`config.mk`:
```
export PLATFORM = sky130hd
export DESIGN_NAME = input_glitch_filter
export DESIGN_NICKNAME = d
export VERILOG_FILES = /design/src/rtl/glitch_filter_pkg.sv /design/src/rtl/glitch_filter_ctrl.sv /design/src/rtl/glitch_filter_datapath.sv /design/src/rtl/input_glitch_filter.sv
export SDC_FILE = /design/constraint.sdc
export NUM_CORES = 1
export LEC_CHECK = 0
export ABC_AREA = 1
export BUFFER_PORTS_ARGS = -buffer_cell sky130_fd_sc_hd__clkbuf_2
export CORE_MARGIN = 2
export CORE_UTILIZATION = 30
export CTS_BUF_LIST = sky130_fd_sc_hd__clkbuf_4 sky130_fd_sc_hd__clkbuf_8
export DETAILED_ROUTE_END_ITERATION = 10
export HOLD_SLACK_MARGIN = 0.05
export SETUP_SLACK_MARGIN = 0.1
export SLEW_MARGIN = 5
export SYNTH_ARGS = -nofsm -noshare
export SYNTH_HDL_FRONTEND = slang
export SYNTH_SLANG_ARGS = --single-unit
export TNS_END_PERCENT = 1
```
`constraint.sdc`:
```
create_clock -name clk -period 3.2 [get_ports clk]
set_input_delay 0.64 -clock clk [delete_from_list [all_inputs] [get_ports clk]]
set_output_delay 0.64 -clock clk [all_outputs]
set_load 0.005 [all_outputs]
```
`src/rtl/glitch_filter_pkg.sv`:
```
package glitch_filter_pkg;
  localparam int PORT_BITS = 8;
  localparam int IVL_W     = 20;

  typedef struct packed {
    logic tick;       // one-cycle strobe, one per filter time unit
    logic bypassAll;  // interval programmed to zero
  } gf_strobe_t;
endpackage

```
`src/rtl/glitch_filter_ctrl.sv`:
```
module glitch_filter_ctrl
  import glitch_filter_pkg::*;
#(
  parameter int TICK_DIV = 10
) (
  input  logic             clk,
  input  logic             rstN,
  input  logic [IVL_W-1:0] cfgInterval,
  output gf_strobe_t       strobe
);
  logic tickRaw;

  generate
    if (TICK_DIV <= 1) begin : g_noDiv
      assign tickRaw = 1'b1;
    end else begin : g_div
      localparam int DIV_W = $clog2(TICK_DIV);
      localparam logic [DIV_W-1:0] LAST = DIV_W'(TICK_DIV - 1);
      logic [DIV_W-1:0] divCnt;

      always_ff @(posedge clk) begin
        if (!rstN) begin
          divCnt <= '0;
        end else if (divCnt == LAST) begin
          divCnt <= '0;
        end else begin
          divCnt <= divCnt + DIV_W'(1);
        end
      end

      assign tickRaw = (divCnt == LAST);
    end
  endgenerate

  always_comb begin
    strobe.tick      = tickRaw;
    strobe.bypassAll = (cfgInterval == '0);
  end
endmodule

```
`src/rtl/glitch_filter_datapath.sv`:
```
module glitch_filter_datapath
  import glitch_filter_pkg::*;
#(
  parameter int BITS = 16
) (
  input  logic             clk,
  input  logic             rstN,
  input  logic [BITS-1:0]  rawIn,
  input  logic [BITS-1:0]  cfgMask,
  input  logic [IVL_W-1:0] cfgInterval,
  input  gf_strobe_t       strobe,
  output logic [BITS-1:0]  syncQ,
  output logic [BITS-1:0]  filtOut
);
  localparam int CMP_W = IVL_W + 1;

  logic [BITS-1:0] meta;

  always_ff @(posedge clk) begin
    if (!rstN) begin
      meta  <= '0;
      syncQ <= '0;
    end else begin
      meta  <= rawIn;
      syncQ <= meta;
    end
  end

  generate
    for (genvar i = 0; i < BITS; i++) begin : g_bit
      logic [IVL_W-1:0] runCnt;
      logic             levelQ;
      logic [CMP_W-1:0] nextCnt;

      assign nextCnt = {1'b0, runCnt} + CMP_W'(1);

      always_ff @(posedge clk) begin
        if (!rstN) begin
          runCnt <= '0;
          levelQ <= 1'b0;
        end else if (strobe.bypassAll || !cfgMask[i]) begin
          runCnt <= '0;
          levelQ <= syncQ[i];
        end else if (syncQ[i] == levelQ) begin
          runCnt <= '0;
        end else if (strobe.tick) begin
          if (nextCnt >= {1'b0, cfgInterval}) begin
            runCnt <= '0;
            levelQ <= syncQ[i];
          end else begin
            runCnt <= nextCnt[IVL_W-1:0];
          end
        end
      end

      assign filtOut[i] = levelQ;
    end
  endgenerate
endmodule

```
`src/rtl/input_glitch_filter.sv`:
```
module input_glitch_filter
  import glitch_filter_pkg::*;
#(
  parameter int NUM_PORTS = 2,
  parameter int TICK_DIV  = 10,
  localparam int BITS     = NUM_PORTS * PORT_BITS
) (
  input  logic             clk,
  input  logic             rstN,
  input  logic [BITS-1:0]  rawIn,
  input  logic [IVL_W-1:0] cfgInterval,
  input  logic [BITS-1:0]  cfgMask,
  output logic [BITS-1:0]  filtOut
);
  gf_strobe_t      strobe;
  logic [BITS-1:0] syncQ;

  glitch_filter_ctrl #(.TICK_DIV(TICK_DIV)) u_ctrl (
    .clk        (clk),
    .rstN       (rstN),
    .cfgInterval(cfgInterval),
    .strobe     (strobe)
  );

  glitch_filter_datapath #(.BITS(BITS)) u_dp (
    .clk        (clk),
    .rstN       (rstN),
    .rawIn      (rawIn),
    .cfgMask    (cfgMask),
    .cfgInterval(cfgInterval),
    .strobe     (strobe),
    .syncQ      (syncQ),
    .filtOut    (filtOut)
  );
endmodule

```
# == Word-level counts from Yosys, hierarchy flattened ==
# Index checks and enable logic that the tools add are counted.
# word_totals
regBits,372
latchBits,0
mem_bits_rw,0
romBits,0
output_inout_bits,16
mem_count,0
# op_classes
addsub,17
mul,0
n_div,0
magnitude_cmp,16
n_eq_ne,33
shifts,0
muxes,80
n_bitwise,1
reduce_logical,98
# ops
cell,count
20-bit by 1-bit adder with 21-bit output (second input constant),16
21-bit by 20-bit >= comparator with 1-bit output,16
20-bit 2-to-1 mux,16
1-bit 2-to-1 mux,64
2-bit nonzero test,32
3-bit AND reduction,16
3-bit OR reduction,16
2-bit by 1-bit inequality test with 1-bit output (second input constant),16
20-bit logical NOT,1
1-bit == test,16
1-bit logical NOT,16
1-bit logical OR,16
4-bit by 1-bit adder with 4-bit output (second input constant),1
4-bit == test (second input constant),1
2-bit OR reduction,1
1-bit inverter,1

# == Longest topological paths before layout ==
# depth
depth_word,6
ltp_mapped,21
depth_no_buf,21

# == Hierarchy ==
# A second synthesis with hierarchy kept.
# hier_totals
hier_cells,4347
area_unflattened_um2,28801.4
# modules_own_cells
module,n_inst,cells_per_inst,area_per_inst_um2,seq_area_each_um2
glitch_filter_datapath,1,4309,28548.6,7367.1
glitch_filter_ctrl,1,38,252.7,80.1

# == Least setup slack after synthesis ==
# No wires, ideal clock.
# synth_path
path_kind,register to register
from,register u_dp.g_bit[13].runCnt[0]
to,register u_dp.g_bit[13].runCnt[13]
setup_time_ns,0.070
arrival_time_ns,2.805
slack_ns,0.324
stages_incl_launch_ff,21
path_cell_list,dfxtp_1 -> ha_1 -> nand3_2 -> nor2_1 -> nand3_2 -> inv_1 -> nand3_1 -> nor2_1 -> nor2_1 -> a21oi_1 -> ha_1 -> a21oi_1 -> nor2_1 -> nor2_1 -> nand3_1 -> nor2_1 -> nand3_1 -> nand2_1 -> clkbuf_1 -> nand3_1 -> a21oi_1
# synth_between
elab_chain_len,3
# synth_lines
item,line_no,text
from (decl),glitch_filter_datapath.sv:31,logic [IVL_W-1:0] runCnt;
from (signal assigned),glitch_filter_datapath.sv:51,runCnt <= nextCnt[IVL_W-1:0];
20-bit by 1-bit adder with 21-bit output *,glitch_filter_datapath.sv:35,"assign nextCnt = {1'b0, runCnt} + CMP_W'(1);"
21-bit by 20-bit >= comparator with 1-bit output,glitch_filter_datapath.sv:47,"if (nextCnt >= {1'b0, cfgInterval}) begin"
20-bit 2-to-1 mux *,glitch_filter_datapath.sv:47,
# Mark *: on every way between the ends. The rest lies on a longest branch, timed or not.
# A chain may end at the register's enable or synchronous reset.

# == Final worst setup path ==
# layout_path
from,register u_dp.g_bit[10].runCnt[0]
to,register u_dp.g_bit[10].runCnt[18]
# layout_between
elab_chain_len,3
# layout_lines
item,line_no
from (decl),glitch_filter_datapath.sv:31
from (signal assigned),glitch_filter_datapath.sv:51
20-bit by 1-bit adder with 21-bit output *,glitch_filter_datapath.sv:35
21-bit by 20-bit >= comparator with 1-bit output,glitch_filter_datapath.sv:47
20-bit 2-to-1 mux *,glitch_filter_datapath.sv:47
# Marks and branches as above.

==> impl_metrics.toml <==
[global_route]
antenna_found_initial = 0
grt_pass1_vias = 25000
grt_max_degree = 137
grt_pass1_wl_um = 133000
overflow = 0
grt_usage_pct = 17.3

[critical_path]
critPathKind = "reg2reg"
r2r_start = "u_dp.g_bit[10].runCnt[0]"
ff2ff_path_depth = 18
r2r_slack_ns = 0.16
cp_max_fo = 20
critPathRequiredTime_ns = 3.77
cp.arrival_ns = 3.62
start_kind = "register"
endpoint_kind = "register"
r2r-end = "u_dp.g_bit[10].runCnt[18]"

[route]
routed_wl_um = 85700
route.detailed.drc = 0
drt-initial-drc-count = 1993
vias = 27400
wl_per_cell_um = 15.1
first_pass_iters = 8
viasPerCell = 4.84
drtAntennaViolNets = 0

[logic_synthesis]
synthCells = 4155
syn_nets = 4547
ys_ff_latch = 372
synth-edff-count = 0
synth_flop_cell = "dfxtp_1"
synth_async_sr_flop_share_pct = 0
syn_area_mm2 = 0.0282
synth_area_per_cell_um2 = 6.78
seq_area_frac_synth_pct = 26.5
synth_cell_types = 50
ys_warn_count = 0

[timing]
post-route-min-period_ns = 3.04
finClkSkew_ns = 0.0635
hold_violations = 0
rsz0062_at_grt = "true"
worst_slew_pin_slew_ns = 0.913
slew-limit-headroom_pct = 39.1
timing.fmax_mhz = 329
period_share_pct = 95.1
slew_violations = 0
setup_violations = 0
layout_setup_ws_ns = 0.156

[floorplan]
die_w_um = 310
coreArea_mm2 = 0.0932
die_h_um = 310
num_io_pins = 70
num_rows = 112
start_util_pct = 30.2
die_area_mm2 = 0.0963

[cts]
cts_buffer_depth = 3
cts.sinks = 372
clk_latency_ns = 0.69
cts_tree = "done"
numCtsBuffers = 73
cts-root-buf = "clkbuf_8"
clk_pin_slew_ns = 0.06
h-tree-depth = 3

[cells_and_area]
final_area_mm2 = 0.0337
nFillCells = 9829
fin_util_pct = 36.1
synthToLayoutAreaGrowth_pct = 19.5
num_antenna_cells = 0
multi_input_area_mm2 = 0.0193
drive_gt1_share_pct = 15.1
regArea_mm2 = 0.00750
nets = 4744

[hold_path]
hp-start = "rawIn[3]"
worstHoldPathCells = 3
hold_end = "u_dp.meta[3]"
hold_class = "in2reg"

[placed_design]
place_congestion = 0.896
dp_worst_setup_slack_ns = -0.0561
io_buffers = 69
placed_cell_area_mm2 = 0.0309
hpwlAfterDp_um = 61400

[power_and_ir_drop]
power.density_mw_per_mm2 = 324
max-vdd-ir-drop_uv = 290
p_leak_nw = 14.8
total_power_mw = 10.9

[run]
maxCapViolCount = 0

[run_status]
status = "finished clean"
[cell type report]
cell class | count | share of cell area (%)
Sequential cell | 372 | 22.3
Multi-Input combinational cell | 3212 | 57.2
Inverter | 431 | 4.83
Clock inverter | 18 | 0.561
Timing Repair Buffer | 262 | 6.19
Tap cell | 1254 | 4.66
Clock buffer | 114 | 4.25
[timing repair]
item,in CTS,in global routing
gates cloned,0,4
pin swaps,5,64
hold buffers,0,0
resized for setup,31,220
setup buffers,0,19
endpoints found under the setup margin,193,332
[sequential cells by signal, indices dropped and copies added (netlist names)]
name	cells
u_dp.g_bit.runCnt	320
u_dp.g_bit.levelQ	16
u_dp.meta	16
u_dp.syncQ	16
u_ctrl.g_div.divCnt	4
[power breakdown]
part           switching [mW]  internal, mW  total, mW  leakage [nW]
clock network            2.33          3.10       5.43         0.860
logic                   0.523         0.260      0.783          10.9
registers              0.0260          4.66       4.69          3.02
total                    2.88          8.02       10.9          14.8
[through the flow]
| step | setup TNS [ns] | hold WS (ns) | instances |
|---|---|---|---|
| after global routing | -0.346 | 0.103 | 5663 |
| final | 0 | 0.136 | 5663 |
| after CTS | 0 | 0.0813 | 5640 |
| after detailed placement | -0.996 | 0.400 | 5508 |
| after global placement | -0.423 | 0.395 | 5508 |
| after floorplan | 0 | 0.390 | 4155 |
[kinds of logic after synthesis]
logic type	Yosys count	share of synthesized area, %
adder cells (fa/ha/maj)	338	15.0
AND/OR/NAND/NOR	2038	31.2
buffers and inverters	573	8.35
AO/OA/AOI/OAI	569	10.7
flip-flops	372	26.5
XOR/XNOR	265	8.27
[routing by layer]
metal / GRT usage (%) / wire length, µm / vias up
li1: - / - / 14000
met4: 4.22 / 1940 / 0
met5: 0 / 0 / -
met3: 2.58 / 5300 / 125
met2: 26.9 / 36600 / 662
met1: 24.8 / 41900 / 12600
[synth_stat cells, drive strengths merged, types with 3 or more instances]
library cell	number	share of area (%)
nor4	8	0.20
clkbuf	62	0.83
o21bai	22	0.59
nand4	91	2.0
a21o	9	0.24
nor3b	4	0.12
or2	8	0.19
nand3	304	5.6
o21a	6	0.16
a21oi	461	8.3
nor2	362	5.2
and2	4	0.089
nor3	91	1.8
o21ai	53	0.94
xor2	176	5.5
ha	338	15
inv	429	5.7
nand3b	18	0.48
xnor2	89	2.8
and3	6	0.13
o22ai	5	0.11
a21boi	6	0.16
nand2	1141	15
dfxtp	372	26
o211ai	3	0.080
buf	80	1.8
[critical path: stages, from the launching register on]
cell and delay (ns):
dfxtp_2 0.35, ha_4 0.16, nand3_4 0.09, nor2_4 0.11, nand3_2 0.09, or2_4 0.26
nor3_4 0.26, buf_4 0.15, nand3b_1 0.08, nand2_2 0.12, ha_4 0.22, a21oi_2 0.15
o21bai_1 0.08, nor2_1 0.17, nand3_4 0.13, nor2_4 0.11, buf_12 0.18, nand2_1 0.07
a21oi_1 0.12
[placed cells by master (no fill, tap or decap), types with 84 or more instances in the layout]
cell and count:
a21oi_1 435, buf_4 166, clkbuf_8 92, dfxtp_1 339, ha_1 321, inv_1 427, nand2_1 1099, nand3_1 273
nand4_1 91, nor2_1 292, xnor2_1 84, xor2_1 168
[how the worst max path moves through the flow]
stage,startpoint,slack (ns),endpoint,cells after the start
6_report,u_dp.g_bit[10].runCnt[0],0.16,u_dp.g_bit[10].runCnt[18],18
5_1_grt,u_dp.g_bit[9].runCnt[2],-0.04,u_dp.g_bit[9].levelQ,22
4_1_cts,u_dp.g_bit[9].runCnt[1],0.09,u_dp.g_bit[9].runCnt[15],18
3_5_place_dp,u_dp.g_bit[8].runCnt[0],-0.06,u_dp.g_bit[8].runCnt[12],16
3_3_place_gp,u_dp.g_bit[8].runCnt[0],-0.04,u_dp.g_bit[8].runCnt[0],16
2_1_floorplan,u_dp.g_bit[13].runCnt[0],0.32,u_dp.g_bit[13].runCnt[13],20
No activity file was read; power rests on OpenSTA's default activity.
